--- config.mk ---
export PLATFORM = sky130hd
export DESIGN_NAME = lane_striper
export DESIGN_NICKNAME = d
export VERILOG_FILES = /design/src/rtl/lane_striper.sv
export SDC_FILE = /design/constraint.sdc
export NUM_CORES = 1
export LEC_CHECK = 0
export BUFFER_PORTS_ARGS = -buffer_cell sky130_fd_sc_hd__buf_2
export CAP_MARGIN = 20
export CELL_PAD_IN_SITES_DETAIL_PLACEMENT = 1
export CELL_PAD_IN_SITES_GLOBAL_PLACEMENT = 1
export CORE_UTILIZATION = 49
export DETAILED_ROUTE_END_ITERATION = 16
export PLACE_DENSITY = 0.91
export SETUP_SLACK_MARGIN = 0.5
export SLEW_MARGIN = 20
export SYNTH_ARGS = -nofsm -noshare
export SYNTH_HDL_FRONTEND = slang
export SYNTH_SLANG_ARGS = --single-unit
export TNS_END_PERCENT = 1
--- constraint.sdc ---
create_clock -name clk -period 5.3 [get_ports clk]
set_clock_uncertainty 0.05 [all_clocks]
set_input_delay 1.06 -clock clk [delete_from_list [all_inputs] [get_ports clk]]
set_output_delay 1.06 -clock clk [all_outputs]
set_load 0.005 [all_outputs]
--- src/rtl/lane_striper.sv ---
module lane_striper #(
  parameter int LANES = 8
) (
  input  logic               clk,
  input  logic               rst,
  input  logic [1:0]         lane_mode,
  input  logic               in_valid,
  output logic               in_ready,
  input  logic [7:0]         in_sym,
  input  logic               in_k,
  input  logic               in_sop,
  input  logic               in_eop,
  input  logic               in_os,
  output logic               out_valid,
  output logic [LANES*8-1:0] out_sym,
  output logic [LANES-1:0]   out_k
);
  localparam int PW = $clog2(LANES);
  localparam logic [7:0] PAD = 8'hF7;

  logic [7:0]       held_sym [LANES];
  logic [LANES-1:0] held_k;
  logic [PW-1:0]    pos;
  logic             in_pkt, pend;
  logic [PW:0]      act;
  logic             acc, last, e_flush, e_idle, e_os, e_last, emit;
  logic [LANES*8-1:0] grp_sym;
  logic [LANES-1:0]   grp_k;

  assign act = (lane_mode == 2'd0) ? (PW+1)'(1) :
               (lane_mode == 2'd1) ? (PW+1)'(4) : (PW+1)'(LANES);
  assign last = ({1'b0, pos} == act - 1'b1);

  assign in_ready = pend ? (in_valid & in_sop & ~in_os) : ~(in_os & in_pkt);
  assign acc      = in_valid & in_ready;

  assign e_flush = pend & ~(in_valid & in_sop & ~in_os);
  assign e_idle  = ~in_valid & ~in_pkt & ~pend & (pos == '0);
  assign e_os    = acc & in_os;
  assign e_last  = acc & ~in_os & last;
  assign emit    = e_flush | e_idle | e_os | e_last;

  always_comb begin
    for (int i = 0; i < LANES; i++) begin
      if (i >= int'(act)) begin
        grp_sym[8*i +: 8] = '0;
        grp_k[i]          = 1'b0;
      end else if (e_flush) begin
        grp_sym[8*i +: 8] = (i < int'(pos)) ? held_sym[i] : PAD;
        grp_k[i]          = (i < int'(pos)) ? held_k[i] : 1'b1;
      end else if (e_idle) begin
        grp_sym[8*i +: 8] = '0;
        grp_k[i]          = 1'b0;
      end else if (in_os) begin
        grp_sym[8*i +: 8] = in_sym;
        grp_k[i]          = in_k;
      end else begin
        grp_sym[8*i +: 8] = (i == int'(pos)) ? in_sym : held_sym[i];
        grp_k[i]          = (i == int'(pos)) ? in_k : held_k[i];
      end
    end
  end

  always_ff @(posedge clk) begin
    if (rst) begin
      pos       <= '0;
      in_pkt    <= 1'b0;
      pend      <= 1'b0;
      out_valid <= 1'b0;
      out_sym   <= '0;
      out_k     <= '0;
      held_k    <= '0;
      for (int i = 0; i < LANES; i++) held_sym[i] <= '0;
    end else begin
      out_valid <= emit;
      if (emit) begin
        out_sym <= grp_sym;
        out_k   <= grp_k;
      end
      if (e_flush) begin
        pos    <= '0;
        pend   <= 1'b0;
        in_pkt <= 1'b0;
      end else if (acc && !in_os) begin
        held_sym[pos] <= in_sym;
        held_k[pos]   <= in_k;
        in_pkt        <= ~in_eop;
        if (last) begin
          pos  <= '0;
          pend <= 1'b0;
        end else begin
          pos  <= pos + 1'b1;
          pend <= in_eop;
        end
      end
    end
  end
endmodule


# Word level (Yosys, flattened, before mapping)

Memories as Yosys holds them, arrays and structs flattened.
Index checks and enable logic that the tools add are counted.

Reductions and logical operators: 9
$add $sub $neg: 2
Equality and inequality tests: 9
Multiplexer cells: 111
Bitwise logic cells: 22
Magnitude comparators: 17

Operators with widths:

| cell                                                              | number |
|---|---|
| two-way mux 8 bit                                                 | 48 |
| two-way mux 1 bit                                                 | 57 |
| greater-or-equal comparator 3 x 4 -> 1 bit, first input constant  | 4 |
| == test 3 bit, first input constant                               | 4 |
| AND 1 bit                                                         | 11 |
| less-than comparator 3 bit, first input constant                  | 3 |
| bitwise mux 8 bit                                                 | 1 |
| greater-or-equal comparator 1 x 4 -> 1 bit, first input constant  | 2 |
| greater-or-equal comparator 2 x 4 -> 1 bit, first input constant  | 2 |
| two-way mux 4 bit                                                 | 2 |
| NOT 1 bit                                                         | 8 |
| OR reduction 8 bit                                                | 1 |
| == test 2 x 3 -> 1 bit, first input constant                      | 2 |
| logical NOT 3 bit                                                 | 2 |
| less-than comparator 1 x 3 -> 1 bit, first input constant         | 2 |
| less-than comparator 2 x 3 -> 1 bit, first input constant         | 2 |
| two-way mux 3 bit                                                 | 2 |
| == test 3 x 4 -> 1 bit                                            | 1 |
| less-than comparator 3 x 4 -> 1 bit, second input constant        | 1 |
| subtractor 4 x 1 -> 4 bit, second input constant                  | 1 |
| adder 3 x 1 -> 3 bit, second input constant                       | 1 |
| demux 1 bit (select 3 bit)                                        | 1 |
| == test 1 x 3 -> 1 bit, first input constant                      | 1 |
| greater-or-equal comparator 3 x 1 -> 1 bit, second input constant | 1 |
| 7 further kinds                                                   | 10 |

Memories: 1
RAM bits: 64
Bits of input ports: 17
Output and inout bits: 74
Register bits after elaboration: 86
Word-level logic and storage cells: 178

Memory list:

| name     | depth | width | rd ports | clocked after memory_dff | write ports | line | RTL |
|---|---|---|---|---|---|---|---|
| held_sym | 8     | 8     | 8        | 0                        | 8           | 21   | `logic [7:0] held_sym [LANES];` |

# Longest topological paths before layout

Gate-level depths: netlist of run 1.

Depth after elaboration: 11
Mapped depth: 10
Depth with buffers taken out: 7

# Worst setup path before layout of run 1

No wires, ideal clock.

Path type: input -> output
From: input in_sop
To: output in_ready
Cell stages on the path: 4
Setup slack: 2215 ps
Data required time: 4190 ps
Arrival: 1975 ps
Buffers on the path: 1
Cell sequence: and3b_1 nor2_1 clkbuf_1 a21oi_1

Longest elaborated chain between the ends: 3

Ends and longest elaborated chain:

| item                   | line | RTL |
|---|---|---|
| from (decl)            | 11   | `input logic in_sop,` |
| AND 1 bit (2 in a row) | 34   | `assign in_ready = pend ? (in_valid & in_sop & ~in_os) : ~(in_os & in_pkt);` |
| two-way mux 1 bit      | 34   |  |
| to (decl)              | 8    | `output logic in_ready,` |

Every way passes these cells.

# Worst setup path after layout of run 1

From: register pos[1]
To: register out_sym[35]

Longest elaborated chain between the ends: 6
Elaborated cells on any way between the ends: 15
Classes of those cells: 1 x order compare; 2 x eq/ne; 6 x mux; 5 x bitwise; 1 x reduce/logical

Ends and longest elaborated chain:

| item                   | line | RTL |
|---|---|---|
| from (decl)            | 23   | `logic [PW-1:0] pos;` |
| from (signal assigned) | 92   | `pos <= pos + 1'b1;` |
| == test 3 bit          | 58   | `grp_sym[8*i +: 8] = (i == int'(pos)) ? in_sym : held_sym[i];` |
| two-way mux 8 bit      | 58   |  |
| two-way mux 8 bit      | 54   | `end else if (in_os) begin` |
| two-way mux 8 bit      | 51   | `end else if (e_idle) begin` |
| two-way mux 8 bit      | 48   | `end else if (e_flush) begin` |
| two-way mux 8 bit      | 45   | `if (i >= int'(act)) begin` |
| to (signal assigned)   | 77   | `out_sym <= grp_sym;` |
| to (decl)              | 15   | `output logic [LANES*8-1:0] out_sym,` |

Several ways; a longest one is shown, not always the timed one.
A chain may end at the register's enable or synchronous reset.

==> impl_metrics.yaml, run 1 <==
place:
  place.gp.congestion: 0.847
  place_area_sq_um: 7530
  dp_hpwl_um: 13200
  port_buffers: 90
pwr:
  power_frac_comb_pct: 12.9
  power_density_nw_per_um2: 358
  swShare_pct: 26.7
  ir_drop_mv: 0.263
  seqPwrFrac_pct: 44.4
  pwr-share-clk_pct: 42.7
  p_leak_uw: 0.00308
  switching_power_uw: 776
  intPower_uw: 2130
outcome:
  status: "finished, final reports clean"
yosys:
  synthArstFlopShare_pct: 0
  synth_edf_count: 64
  syn_nets: 717
  ys_ff_latch: 150
  yosys_warnings: 0
  yosysUniqueCellTypes: 62
  syn_inst: 694
  syn_avg_cell_area_sq_um: 10.2
  netlist.area_leader.share_pct: 27.2
  synth_area_sq_um: 7060
  synth_seq_area_share_pct: 51.6
  synth_top_cell_by_area: "edfxtp_1"
  ys_top_cells_by_area: "edfxtp_1, dfxtp_1, and2_1"
  synthFlopType: "dfxtp_1"
min_path:
  hold_class: "flop to flop"
  min_from: "out_sym[28]"
floorplan:
  start_util_pct: 50.5
  core_area_sq_um: 14000
  dieArea_sq_um: 14900
  die_x_um: 122
  die_h_um: 122
  rows: 43
  io_pins: 91
cells_and_area:
  diodes: 0
  final_cell_mix: "buf_2, dfxtp_1, and2_1"
  nets: 766
  syn2layout_area_growth_pct: 15.1
  drive_above_1_share_pct: 19.3
  layout.cells.most_common: "buf_2"
  design_area_sq_um: 8130
cts:
  clk_latency_ps: 440
  post_cts_buffers: 0
  clock_path_buffers: 2
  cts_sinks: 150
  cts_made_buffers: 17
  cts_tree: "built"
  clkTransAtPathRegs_ps: 60
  cts_root_buf: "clkbuf_16"
  ctsResizeCount: 0
  ctsHoldBuffers: 0
  cts_htree_levels: 4
detailed_routing:
  wl_per_cell_um: 24.0
  firstDrtPassIters: 5
  drc_errors: 0
  via_per_inst: 6.73
  ant_nets: 0
  routed_wl_um: 22400
  num_vias: 6295
  drt_iter0_drc: 592
setup_path:
  crit_path_max_fanout: 20
  critPathLaunch: "pos[1]"
  crit_slowest_cell: "a2bb2oi_2"
  r2r_start: "pos[1]"
  endpoint_kind: "flop"
  cpPeakStageDelay_ps: 790
  path_class: "flop to flop"
  crit_path_cell_trace: "inv_1 > ha_1 > or4b_1 > a2bb2oi_2 > nand2_1 > a311oi_1"
  required_ps: 5580
  critPathArrivalTime_ps: 4040
  setup.worst_path.start_class: "flop"
global_route:
  grt_max_degree: 52
  overflow: 0
  track_usage_pct: 31.4
  antenna_found_initial: 0
  grt_pass1_wl_um: 35100
  grt_pass1_vias: 6359
timing:
  slew_viol_final: 0
  worstMarginPinSlew_ps: 1130
  min_period_ps: 3760
  rsz0062_at_grt: "false"
  fin_setup_tns_ps: 0
  slew_headroom_pct: 23.6
  fmax_mhz: 266
  hold_viol: 0
  period_share_pct: 71.0
  setup_viol: 0
run:
  drv_cap: 0
-- synthesized netlist by cell type (3+ instances only) --
library cell  count
nand2_1          31
ha_1              6
mux2i_1           7
a22o_1            3
buf_4             5
buf_2             7
nor3_1           10
o22ai_1          36
o21ai_1           3
inv_1            11
buf_1             5
nand3_1          42
a21boi_0         17
a221oi_1         15
nor2_1           16
and2_1           65
o221ai_1         40
o21a_1           17
o2bb2ai_1        27
nor4b_1           3
dfxtp_1          86
clkbuf_1         47
edfxtp_1         64
a21oi_1          62
buf_6             3
o21ai_0          19
a32oi_1           3
-- worst max-delay path: cells and delay by family (launching register included) --
| family | cells | cell delay (ps) |
|---|---|---|
| AND/OR/NAND/NOR | 2 | 1220 |
| AO/OA/AOI/OAI | 2 | 1180 |
| flip-flops | 1 | 680 |
| adder cells (fa/ha/maj) | 1 | 290 |
| buffers and inverters | 1 | 210 |
-- kinds of logic after synthesis --
| group | Yosys count | share of synthesized area (%) |
|---|---|---|
| compound gates | 262 | 26.6 |
| mux | 9 | 1.31 |
| flops | 150 | 51.6 |
| buf+inv | 81 | 5.02 |
| simple gates | 186 | 14.4 |
| fa+ha+maj | 6 | 1.06 |
-- sequential cells by signal, indices dropped and copies added, names as in the netlist --
signal	flops
held_k	8
held_sym	64
in_pkt	1
out_k	8
out_sym	64
out_valid	1
pend	1
pos	3
-- final timing paths --
| path | to | slack (ps) | cells after the start |
|---|---|---|---|
| worst max-delay path | out_sym[35] | 1540 | 6 |
| worst min-delay path | out_sym[28] | 410 | 1 |
| worst max register to register | out_sym[35] | 1540 | 6 |
| worst min register to register | out_sym[28] | 410 | 1 |
-- layer usage --
layer | vias to the layer above | global-route usage [%] | wire (um)
li1 | 2761 | - | -
met1 | 3177 | 38.2 | 9080
met2 | 287 | 51.8 | 11100
met3 | 70 | 6.74 | 1420
met4 | 0 | 16.7 | 781
met5 | - | 0 | 0
-- power by group through the flow --
stage / Clock [uW] / Sequential (uW) / Combinational, uW
6_report: 1240 / 1290 / 377
5_1_grt: 1290 / 1300 / 405
4_1_cts: 1250 / 1290 / 373
3_5_place_dp: 0 / 1310 / 361
3_3_place_gp: 0 / 1310 / 343
2_1_floorplan: 0 / 1310 / 235
-- layout make-up --
| class | instances | area (sq um) |
|---|---|---|
| Fill cell | 1552 | 5860 |
| Timing Repair Buffer | 97 | 503 |
| Clock inverter | 13 | 155 |
| Inverter | 14 | 52.6 |
| Tap cell | 180 | 225 |
| Multi-Input combinational cell | 463 | 3100 |
| Sequential cell | 150 | 3640 |
| Clock buffer | 19 | 443 |
-- through the flow --
stage	setup slack, ps	util, %	hold WS [ps]	cells	power [uW]
2_1_floorplan	2210	-	399	694	1550
3_3_place_gp	1570	53.7	391	904	1650
3_5_place_dp	1380	53.8	392	904	1680
4_1_cts	1590	58.1	414	936	2910
5_1_grt	1400	58.1	432	936	2990
6_report	1540	58.1	412	936	2910
Note: power is estimated with default switching activity, not from simulation.
==> inputs of run 2 (changes only) <==
--- a/config.mk
+++ b/config.mk
@@ -9,9 +9,9 @@
 export CAP_MARGIN = 20
 export CELL_PAD_IN_SITES_DETAIL_PLACEMENT = 1
 export CELL_PAD_IN_SITES_GLOBAL_PLACEMENT = 1
-export CORE_UTILIZATION = 49
+export CORE_UTILIZATION = 45
 export DETAILED_ROUTE_END_ITERATION = 16
-export PLACE_DENSITY = 0.91
+export PLACE_DENSITY = 0.85
 export SETUP_SLACK_MARGIN = 0.5
 export SLEW_MARGIN = 20
 export SYNTH_ARGS = -nofsm -noshare
==> constraint.sdc (replaced) <==
create_clock -name clk -period 3.5 [get_ports clk]
set_clock_uncertainty 0.05 [all_clocks]
set_input_delay 0.7 -clock clk [delete_from_list [all_inputs] [get_ports clk]]
set_output_delay 0.7 -clock clk [all_outputs]
set_load 0.005 [all_outputs]
==> impl_metrics.yaml, run 2 (synthesis gave the netlist of run 1 again) <==
outcome:
  status: "finished, final reports clean"
global_route:
  grt_max_degree: 50
  grt_pass1_vias: 6197
  overflow: 0
  track_usage_pct: 27.5
  grt_pass1_wl_um: 33900
  antenna_found_initial: 0
detailed_routing:
  routed_wl_um: 21800
  drc_errors: 0
  ant_nets: 0
  drt_iter0_drc: 550
  num_vias: 6138
  via_per_inst: 6.23
  firstDrtPassIters: 5
  wl_per_cell_um: 22.1
setup_path:
  endpoint_kind: "flop"
  crit_path_max_fanout: 34
  crit_path_cell_trace: "or3b_2 > a21oi_1 > o31a_2 > buf_6 > o221ai_1 > a21oi_1"
  cpMostUsedCell: "a21oi_1"
  critPathLaunch: "pos[2]"
  critPathArrivalTime_ps: 3170
  required_ps: 3810
  crit_slowest_cell: "dfxtp_1"
  r2r_start: "pos[2]"
  setup.worst_path.start_class: "flop"
  path_class: "flop to flop"
  cpPeakStageDelay_ps: 580
min_path:
  min_from: "out_sym[16]"
  hold_class: "flop to flop"
cts:
  clkTransAtPathRegs_ps: 60
  post_cts_buffers: 0
  clock_path_buffers: 2
  cts_tree: "built"
  cts_sinks: 150
  cts_made_buffers: 17
  clk_latency_ps: 440
  cts_root_buf: "clkbuf_16"
  cts_htree_levels: 4
pwr:
  power_density_nw_per_um2: 521
  p_leak_uw: 0.00315
  ir_drop_mv: 0.352
floorplan:
  dieArea_sq_um: 16200
  io_pins: 91
  die_x_um: 127
  start_util_pct: 46.3
  die_h_um: 127
  core_area_sq_um: 15300
  rows: 45
cells_and_area:
  drive_above_1_share_pct: 21.4
  fillers: 1704
  syn2layout_area_growth_pct: 17.5
  final_cell_mix: "buf_2, dfxtp_1, and2_1"
  diodes: 0
  layout.cells.most_common: "buf_2"
  largest_registers: "held_sym x64, out_sym x64"
  design_area_sq_um: 8290
  nets: 785
  stdcell_count: 986
timing:
  fin_setup_tns_ps: 0
  fmax_mhz: 349
  setup_viol: 0
  hold_viol: 0
  period_share_pct: 81.8
  min_period_ps: 2860
  slew_viol_final: 0
  slew_headroom_pct: 32.4
  worstMarginPinSlew_ps: 1010
  rsz0062_at_grt: "false"
place:
  place_area_sq_um: 7710
  port_buffers: 90
  dp_hpwl_um: 14200
  place.gp.congestion: 0.851
  place_inst: 954
run:
  drv_cap: 0
==> run 2: changes by cell type in the layout (fill, tap and decap cells not counted), sizes merged <==
cell      change
buf          +19
clkinvlp      +5
bufinv        -3
inv           +4
clkinv        -7
clkbuf        +1
==> run 2: metrics by stage <==
step	power [uW]	util [%]	worst slack, ps	hold WS [ps]
detailed placement	2560	50.5	235	393
global placement	2530	50.5	510	393
finish	4320	54.4	638	406
floorplan	2340	-	929	399
CTS	4340	54.3	628	413
global route	4460	54.4	525	421
==> run 2: path summary, 6_finish.rpt <==
kind,endpoint,slack [ps],cells past startpoint
worst min-delay path,out_sym[16],410,1
worst max register to register,out_sym[1],640,6
worst max-delay path,out_sym[1],640,6
worst min register to register,out_sym[16],410,1
==> run 2: power breakdown <==
group	internal, uW	switching, uW	total (uW)	leakage (uW)
Sequential	1910	42.6	1950	0.00136
Clock	1010	770	1780	0.000269
Combinational	207	380	587	0.00152
Total	3130	1190	4320	0.00315
==> run 2: final cells by class <==
type | count | area (sq um) | area share, %
clock inverters | 12 | 88.8 | 1.07
flip-flops and latches | 150 | 3640 | 43.9
clock buffers | 20 | 489 | 5.90
inverters | 14 | 52.6 | 0.634
repair buffers | 116 | 662 | 7.98
multi-input cells | 463 | 3090 | 37.3
well taps | 211 | 264 | 3.18
==> run 2: timing repair <==
action                                  4_1_cts  5_1_grt
endpoints found under the setup margin        0        2
resized for setup                             0        1
hold buffers                                  0        0
==> run 2: worst max-delay path, delay by kind of cell (launching register included) <==
kind	cells	cell delay, ps
AO/OA/AOI/OAI	4	1240
buffers and inverters	1	320
flip-flops	1	580
AND/OR/NAND/NOR	1	580
==> run 2: routing by layer <==
metal,up-vias,wire [um],GRT usage (%)
met3,50,1280,5.28
met2,223,10500,45.2
met1,3073,9450,35.5
met4,0,566,12.0
met5,-,0,0
li1,2792,-,-
